<file path="src/rtl/arb_pkg.sv">
package arb_pkg;

  typedef enum logic [1:0] {
    MODE_FIXED    = 2'd0,
    MODE_ROTATE   = 2'd1,
    MODE_WEIGHTED = 2'd2,
    MODE_SPARE    = 2'd3
  } arbMode_e;

  // Strobes from control to datapath
  typedef struct packed {
    logic     arbitrate;  // bus free this cycle: decide
    logic     restart;    // mode differs from last decision: zero pointers
    arbMode_e mode;
  } arbStrobe_t;

  // Owner of a weighted slot: 0,1,0,2,3,...
  function automatic int slotOwner(input int slot);
    if (slot == 0 || slot == 2) return 0;
    if (slot == 1) return 1;
    return slot - 1;
  endfunction

endpackage

</file>
<file path="src/rtl/arb_ctrl.sv">
module arb_ctrl
  import arb_pkg::*;
(
  input  logic       clk,
  input  logic       rstN,
  input  logic [1:0] modeIn,
  input  logic       busBusy,
  output arbStrobe_t strobe
);

  logic [1:0] lastMode;

  always_ff @(posedge clk) begin
    if (!rstN) begin
      lastMode <= 2'd0;
    end else if (!busBusy) begin
      lastMode <= modeIn;
    end
  end

  always_comb begin
    strobe.arbitrate = !busBusy;
    strobe.restart   = !busBusy && (modeIn != lastMode);
    strobe.mode      = arbMode_e'(modeIn);
  end

endmodule

</file>
<file path="src/rtl/arb_path.sv">
module arb_path
  import arb_pkg::*;
#(
  parameter int N = 4
) (
  input  logic         clk,
  input  logic         rstN,
  input  arbStrobe_t   strobe,
  input  logic [N-1:0] req,
  output logic [N-1:0] grant
);

  localparam int IDX_W  = (N > 1) ? $clog2(N) : 1;
  localparam int SLOT_N = N + 1;
  localparam int SLOT_W = $clog2(SLOT_N);

  logic [IDX_W-1:0]  owner [SLOT_N];
  logic [IDX_W-1:0]  rrPtr, rrBase;
  logic [SLOT_W-1:0] slotPtr, slotBase;

  logic              fixedHit, rrHit, wtHit, winHit;
  logic [IDX_W-1:0]  fixedIdx, rrIdx, wtIdx, winIdx;
  logic [IDX_W-1:0]  rrNext;
  logic [SLOT_W-1:0] slotNext;

  genvar g;
  generate
    for (g = 0; g < SLOT_N; g++) begin : gSlot
      assign owner[g] = IDX_W'(slotOwner(g));
    end
  endgenerate

  always_comb begin
    rrBase   = strobe.restart ? '0 : rrPtr;
    slotBase = strobe.restart ? '0 : slotPtr;

    // Fixed rank: lowest index wins
    fixedHit = 1'b0;
    fixedIdx = '0;
    for (int i = N - 1; i >= 0; i--) begin
      if (req[i]) begin
        fixedHit = 1'b1;
        fixedIdx = IDX_W'(i);
      end
    end

    // Rotating: search upward from rrBase
    rrHit = 1'b0;
    rrIdx = '0;
    for (int k = 0; k < N; k++) begin
      int c;
      c = int'(rrBase) + k;
      if (c >= N) c = c - N;
      if (!rrHit && req[c]) begin
        rrHit = 1'b1;
        rrIdx = IDX_W'(c);
      end
    end

    // Weighted: walk slots from slotBase
    wtHit = 1'b0;
    wtIdx = '0;
    for (int k = 0; k < SLOT_N; k++) begin
      int s;
      s = int'(slotBase) + k;
      if (s >= SLOT_N) s = s - SLOT_N;
      if (!wtHit && req[owner[s]]) begin
        wtHit = 1'b1;
        wtIdx = owner[s];
      end
    end

    case (strobe.mode)
      MODE_ROTATE:   begin winHit = rrHit; winIdx = rrIdx; end
      MODE_WEIGHTED: begin winHit = wtHit; winIdx = wtIdx; end
      default:       begin winHit = fixedHit; winIdx = fixedIdx; end
    endcase

    rrNext   = (int'(winIdx) == N - 1) ? '0 : winIdx + 1'b1;
    slotNext = (int'(slotBase) == SLOT_N - 1) ? '0 : slotBase + 1'b1;
  end

  always_ff @(posedge clk) begin
    if (!rstN) begin
      grant   <= '0;
      rrPtr   <= '0;
      slotPtr <= '0;
    end else if (strobe.arbitrate) begin
      grant   <= winHit ? (N'(1) << winIdx) : '0;
      rrPtr   <= rrBase;
      slotPtr <= slotBase;
      if (winHit && strobe.mode == MODE_ROTATE)   rrPtr   <= rrNext;
      if (winHit && strobe.mode == MODE_WEIGHTED) slotPtr <= slotNext;
    end
  end

endmodule

</file>
<file path="src/rtl/bus_arbiter.sv">
module bus_arbiter
  import arb_pkg::*;
#(
  parameter int NUM_MASTERS = 4
) (
  input  logic                   clk,
  input  logic                   rstN,
  input  logic [1:0]             mode,
  input  logic [NUM_MASTERS-1:0] req,
  input  logic                   busBusy,
  output logic [NUM_MASTERS-1:0] grant
);

  arbStrobe_t strobe;

  arb_ctrl uCtrl (
    .clk     (clk),
    .rstN    (rstN),
    .modeIn  (mode),
    .busBusy (busBusy),
    .strobe  (strobe)
  );

  arb_path #(.N(NUM_MASTERS)) uPath (
    .clk    (clk),
    .rstN   (rstN),
    .strobe (strobe),
    .req    (req),
    .grant  (grant)
  );

endmodule

</file>
<file path="config.mk">
export PLATFORM = sky130hd
export DESIGN_NAME = bus_arbiter
export DESIGN_NICKNAME = d
export VERILOG_FILES = /design/src/rtl/arb_pkg.sv /design/src/rtl/arb_ctrl.sv /design/src/rtl/arb_path.sv /design/src/rtl/bus_arbiter.sv
export SDC_FILE = /design/constraint.sdc
export NUM_CORES = 1
export LEC_CHECK = 0
export BUFFER_PORTS_ARGS = -buffer_cell sky130_fd_sc_hd__buf_2
export CELL_PAD_IN_SITES_DETAIL_PLACEMENT = 1
export CELL_PAD_IN_SITES_GLOBAL_PLACEMENT = 2
export CORE_AREA = 2 2 69 84
export CTS_BUF_LIST = sky130_fd_sc_hd__clkbuf_8
export CTS_CLUSTER_DIAMETER = 80
export DETAILED_ROUTE_END_ITERATION = 10
export DIE_AREA = 0 0 71 86
export GPL_ROUTABILITY_DRIVEN = 1
export PLACE_DENSITY = 0.86
export SLEW_MARGIN = 25
export SYNTH_ARGS = -nofsm -noshare
export SYNTH_HDL_FRONTEND = slang
export SYNTH_SLANG_ARGS = --single-unit
</file>
<file path="constraint.sdc">
create_clock -name clk -period 6.4 [get_ports clk]
set_clock_uncertainty 0.15 [all_clocks]
set_input_delay 1.28 -clock clk [delete_from_list [all_inputs] [get_ports clk]]
set_output_delay 1.28 -clock clk [all_outputs]
set_load 0.02 [all_outputs]
</file>
; Yosys cells after proc, flatten, opt, wreduce, memory -nomap -nowiden
; Memories as Yosys holds them, arrays and structs flattened.
; Index checks and enable logic that the tools add are counted.
[op_classes]
muxes = 76
order_cmp = 23
reduce_logical = 18
n_eq_ne = 5
n_shift = 1
addsub = 18
bitwise = 5
[ops]
columns = cell, count
row1 = $ge A32 B4 Y1 const B, 12
row2 = $mux W32, 9
row3 = $sub A32 B4 Y32 const B, 7
row4 = $not A32 Y32, 5
row5 = $lt A32 B4 Y1 const B, 4
row6 = $mux W2, 26
row7 = $mux W1, 26
row8 = $bmux W1 S2, 9
row9 = $lt A2 B3 Y1 const B, 5
row10 = $logic_and A1 B1 Y1, 10
row11 = $mux W3, 3
row12 = $add A3 B2 Y4 const B, 2
row13 = $logic_not A1 Y1, 8
row14 = $add A2 B2 Y3 const B, 2
row15 = $add A3 B1 Y4 const B, 1
row16 = $add A3 B3 Y4 const B, 1
row17 = $eq A2 B1 Y1 const B, 2
row18 = $mux W4, 1
row19 = $pmux W2 S2, 1
row20 = $shl A1 B2 Y4 const A, 1
row21 = $sub A2 B3 Y4 const B, 1
row22 = $sub A3 B3 Y4 const B, 1
row23 = $add A2 B1 Y3 const B, 1
row24 = $add A3 B1 Y3 const B, 1
row25 = other kinds (7), 7
[totals]
memories = 5
input_bits = 9
word_cells = 155
romBits = 80
reg_bits = 11
out_inout_bits = 4
[memory_table]
columns = memory, depth, word_bits, read_ports, rd_clocked_by_memory_dff, wr, line
row1 = (name not given), 8, 2, 1, 0, 0, arb_path.sv:67  ; if (!wtHit && req[owner[s]]) begin
row2 = (name not given), 8, 2, 1, 0, 0, arb_path.sv:67
row3 = (name not given), 8, 2, 1, 0, 0, arb_path.sv:67
row4 = (name not given), 8, 2, 1, 0, 0, arb_path.sv:67
row5 = (name not given), 8, 2, 1, 0, 0, arb_path.sv:67

; Longest topological paths before layout
[depth]
depth_word = 28
ltp_mapped = 21
depth_no_buf = 18

; Hierarchy
; Synthesis repeated with hierarchy kept, for this count alone.
[hier_totals]
hier_cells = 257
hier_area_um2 = 1950.6
[modules_own_cells]
columns = module, cells_per_inst, seq_area_each_um2, area_each_um2, instances
row1 = arb_path, 245, 180.2, 1836.8, 1
row2 = arb_ctrl, 12, 40.0, 113.9, 1

; Worst setup path before layout
; OpenSTA, ideal clock, no wires.
[synth_path]
path_type = input -> register
start = input port mode[0]
end = register uPath.rrPtr[1]
slack_ns = 1.235
setup_time_ns = 0.120
required_time_ns = 6.130
stages = 20
arrival_time_ns = 4.895
n_path_buf = 2
path_cell_list = xor2_2 -> o21ai_4 -> buf_4 -> nand2_1 -> ha_1 -> inv_1 -> ha_1 -> clkbuf_1 -> a21oi_1 -> mux2i_1 -> or2_2 -> o211a_1 -> o21ai_2 -> nor3_4 -> a221oi_2 -> a2bb2oi_2 -> and2_1 -> ha_1 -> a22oi_1 -> nor2_1
[synth_between]
elab_chain_cells = 28
elab_cells_between_ends = 121
classes_between = 17 x add/sub / 9 x order compare / 4 x eq/ne / 65 x mux / 5 x bitwise / 16 x reduce/logical / 5 x memory
[synth_lines]
columns = element, line
row1 = "start, declared", bus_arbiter.sv:8  ; input logic [1:0] mode,
row2 = branches (longest 27 deep; another with $sub A32 B4 Y32), -
row3 = $mux W2 *, arb_path.sv:92  ; if (winHit && strobe.mode == MODE_ROTATE) rrPtr <= rrNext;
row4 = "end signal, assigned", arb_path.sv:90  ; rrPtr <= rrBase;
row5 = "end signal, assigned", arb_path.sv:92
row6 = "end, declared", arb_path.sv:18  ; logic [IDX_W-1:0] rrPtr, rrBase;
; Every way passes the cells marked *. The select of a mux whose other input is x is not followed.
; A chain may end at the register's enable or synchronous reset.

; Worst setup path in the final report
; Ends and elaborated chain as after synthesis.

==> flow_metrics.py <==
metrics = {
    "drt": {
        "met3_length_um": 116,
        "wl_met2_um": 3020,
        "route.detailed.drc": 0,
        "wl_met1_um": 2750,
        "drtIter0Drc": 112,
        "dr.pass1.iters": 4,
        "viasPerCell": 6.17,
        "dr_total_vias": 1912,
        "antenna_left": 0,
        "wl_um": 5970,
        "drt-wirelength-per-cell_um": 19.3,
        "top_layer": "met4",
    },
    "placement": {
        "io_buffers": 12,
        "dpl.cell_count": 306,
        "dp_hpwl_um": 4640,
        "gp_congestion": 0.927,
        "postPlaceCellArea_sq_um": 2000,
    },
    "outcome": {
        "status": "complete, no violations",
    },
    "cells_and_area": {
        "fin_cells": 310,
        "insertedDiodeCount": 0,
        "fillers": 632,
        "drive_above_1_share": 0.173,
        "nets": 275,
        "final_area_sq_um": 2050,
        "area_growth_pct": 6.09,
        "multiInputGateArea_sq_um": 1590,
        "register_area_sq_um": 220,
    },
    "worst_setup_path": {
        "critPathMaxStageDelay_ns": 0.59,
        "crit_fanout": 14,
        "cp_slowest_cell": "a21oi_2",
        "critPathMostFrequentCell": "nor2_1",
        "rr_worst_depth": 15,
        "cpLargestDelayFamily": "compound AO/OA/AOI/OAI gates",
        "end_kind": "flop",
        "reg2reg_slack_ns": 1.47,
        "criticalPathCategory": "input port to flop",
        "crit_chain": "buf_2, xnor2_1, a21oi_2, nor2_1, ha_1, nor2b_1, nor2_1, or3_1, a21oi_1, o41ai_4, or3_1, o311ai_1, a31o_1, ha_1, a22oi_1, nor2_1",
        "worstSetupStartpointType": "input port",
        "cp.required_ns": 6.37,
        "reg2reg_to": "uPath.rrPtr[1]",
        "r2r-start": "uCtrl.lastMode[0]",
        "crit_buf_inv": 1,
        "crit_arrival_ns": 5.72,
    },
    "yosys": {
        "yosys_warnings": 0,
        "synthCells": 245,
        "netlist_area_sq_um": 1930,
        "netlist_top_cells_area": "dfxtp_1 11%, ha_1 11%, mux2i_1 6.2%, nor2_1 4.7%, nand2_1 3.7%",
        "yosysMostFrequentCell": "nor2_1",
        "ys_types": 71,
        "ys.flop_type": "dfxtp_1",
        "async_flop_share": 0,
        "ys_top_cells_by_count": "24 x nor2_1, 19 x nand2_1, 17 x ha_1",
        "synth.avg_cell_area_sq_um": 7.88,
        "synthDominantCellAreaShare": 0.114,
        "synth.largest_area_cell": "dfxtp_1",
        "ys_ff_latch": 11,
        "ys_seq_area_frac": 0.114,
        "syn_nets": 271,
        "synth_edf_count": 0,
    },
    "pwr": {
        "total_power_uw": 253,
        "vdd_drop_max_mv": 0.144,
        "p_leak_nw": 0.777,
        "power_density_nw_per_um2": 123,
    },
    "clocking": {
        "clkSlewWorstSetupHoldPaths_ns": 0.04,
        "htreeDepth": 1,
        "cts_tree": "built",
        "cts.sinks": 11,
        "root_buffer": "clkbuf_8",
        "cts_made_buffers": 3,
        "hold_buffers": 0,
        "cts_setup_buffers": 0,
        "cts_resized": 0,
        "clock_latency_ns": 0.24,
        "clk_path_buf_depth": 2,
    },
    "run": {
        "maxCapViolations": 0,
    },
    "die": {
        "die_area_sq_um": 6110,
        "std_cell_rows": 29,
        "die_y_um": 86,
        "start_util": 0.367,
        "ios": 13,
        "coreArea_sq_um": 5260,
        "die_w_um": 71,
    },
    "min_path": {
        "min_from": "uPath.grant[0]",
        "min_path_type": "flop to flop",
        "whs_endpoint": "uPath.grant[0]",
        "holdPathStages": 1,
    },
    "timing": {
        "tns_ns": 0,
        "fmax_mhz": 174,
        "rsz0062_at_grt": "false",
        "worst-slew-pin-transition_ns": 0.696,
        "hold_viol": 0,
        "slew_violations": 0,
        "max_slew_margin": 0.536,
        "finalCritPeriodShare": 0.900,
        "finalSetupViolations": 0,
        "post-route-min-period_ns": 5.76,
    },
    "global_routing": {
        "grt_max_degree": 19,
        "gr-total-overflow": 0,
        "antenna_found_initial": 0,
        "grt_pass1_vias": 2012,
        "track_usage": 0.206,
        "grt_pass1_wl_um": 10100,
    },
}
-- cell families after synthesis --
kind of cell	count (synthesis)	share of synthesized area
multiplexers	13	0.0700
XOR/XNOR	4	0.0259
buffers and inverters	29	0.0648
adder cells (fa/ha/maj)	17	0.110
AND/OR/NAND/NOR	82	0.217
AO/OA/AOI/OAI	89	0.398
flip-flops	11	0.114
-- metrics by stage --
stage | hold WS, ns | worst slack [ns] | utilization
2_1_floorplan | 0.401 | 1.24 | -
4_1_cts | 0.323 | 0.712 | 0.389
3_3_place_gp | 0.304 | 0.509 | 0.381
5_1_grt | 0.353 | 0.221 | 0.389
6_report | 0.320 | 0.641 | 0.389
3_5_place_dp | 0.310 | 0.489 | 0.381
-- routing by layer --
metal / up-vias / GRT usage
met4: 0 / 0.0617
met3: 7 / 0.0176
met1: 938 / 0.260
met2: 32 / 0.370
met5: - / 0
li1: 935 / -
-- layout make-up --
class,instances,share of cell area
Clock buffer,3,0.0202
Clock inverter,1,0.00183
Inverter,16,0.0293
Multi-Input combinational cell,205,0.774
Sequential cell,11,0.108
Tap cell,62,0.0379
Timing Repair Buffer,12,0.0293
-- worst register-to-register path: stages (launching register included) --
cell and delay (ns):
dfxtp_1 0.39, xnor2_1 0.15, a21oi_2 0.59, nor2_1 0.33
ha_1 0.41, nor2b_1 0.31, nor2_1 0.16, or3_1 0.34
a21oi_1 0.31, o41ai_4 0.16, or3_1 0.40, o311ai_1 0.39
a31o_1 0.24, ha_1 0.24, a22oi_1 0.16, nor2_1 0.05
-- report_power, final --
part / internal, mW / switching (mW) / total [mW]
Combinational: 0.0407 / 0.0689 / 0.110
Sequential: 0.0716 / 0.00477 / 0.0764
Clock: 0.0420 / 0.0247 / 0.0667
-- flip-flops by register name (all words and copies together) (netlist names) --
| register | flops |
|---|---|
| uPath.grant | 4 |
| uPath.rrPtr | 2 |
| uPath.slotPtr | 3 |
| uCtrl.lastMode | 2 |
-- worst max path at each step --
stage,startpoint,end,slack [ns],depth (start not counted)
after floorplan,mode[0],uPath.rrPtr[1],1.24,20
after global placement,mode[0],uPath.rrPtr[1],0.51,16
after detailed placement,mode[0],uPath.rrPtr[1],0.49,16
after CTS,mode[0],uPath.rrPtr[1],0.71,16
after global routing,mode[0],uPath.rrPtr[1],0.22,16
final,mode[0],uPath.rrPtr[1],0.64,16
-- placed cells by master (no fill, tap or decap), types with 7 or more instances in the layout --
master,count
dfxtp_1,11
a21oi_1,12
mux2i_1,12
ha_1,17
nand2_1,19
nor2_1,24
o21ai_0,11
inv_1,16
buf_2,12
nand3_1,7
Note: power is estimated with default switching activity, not from simulation.
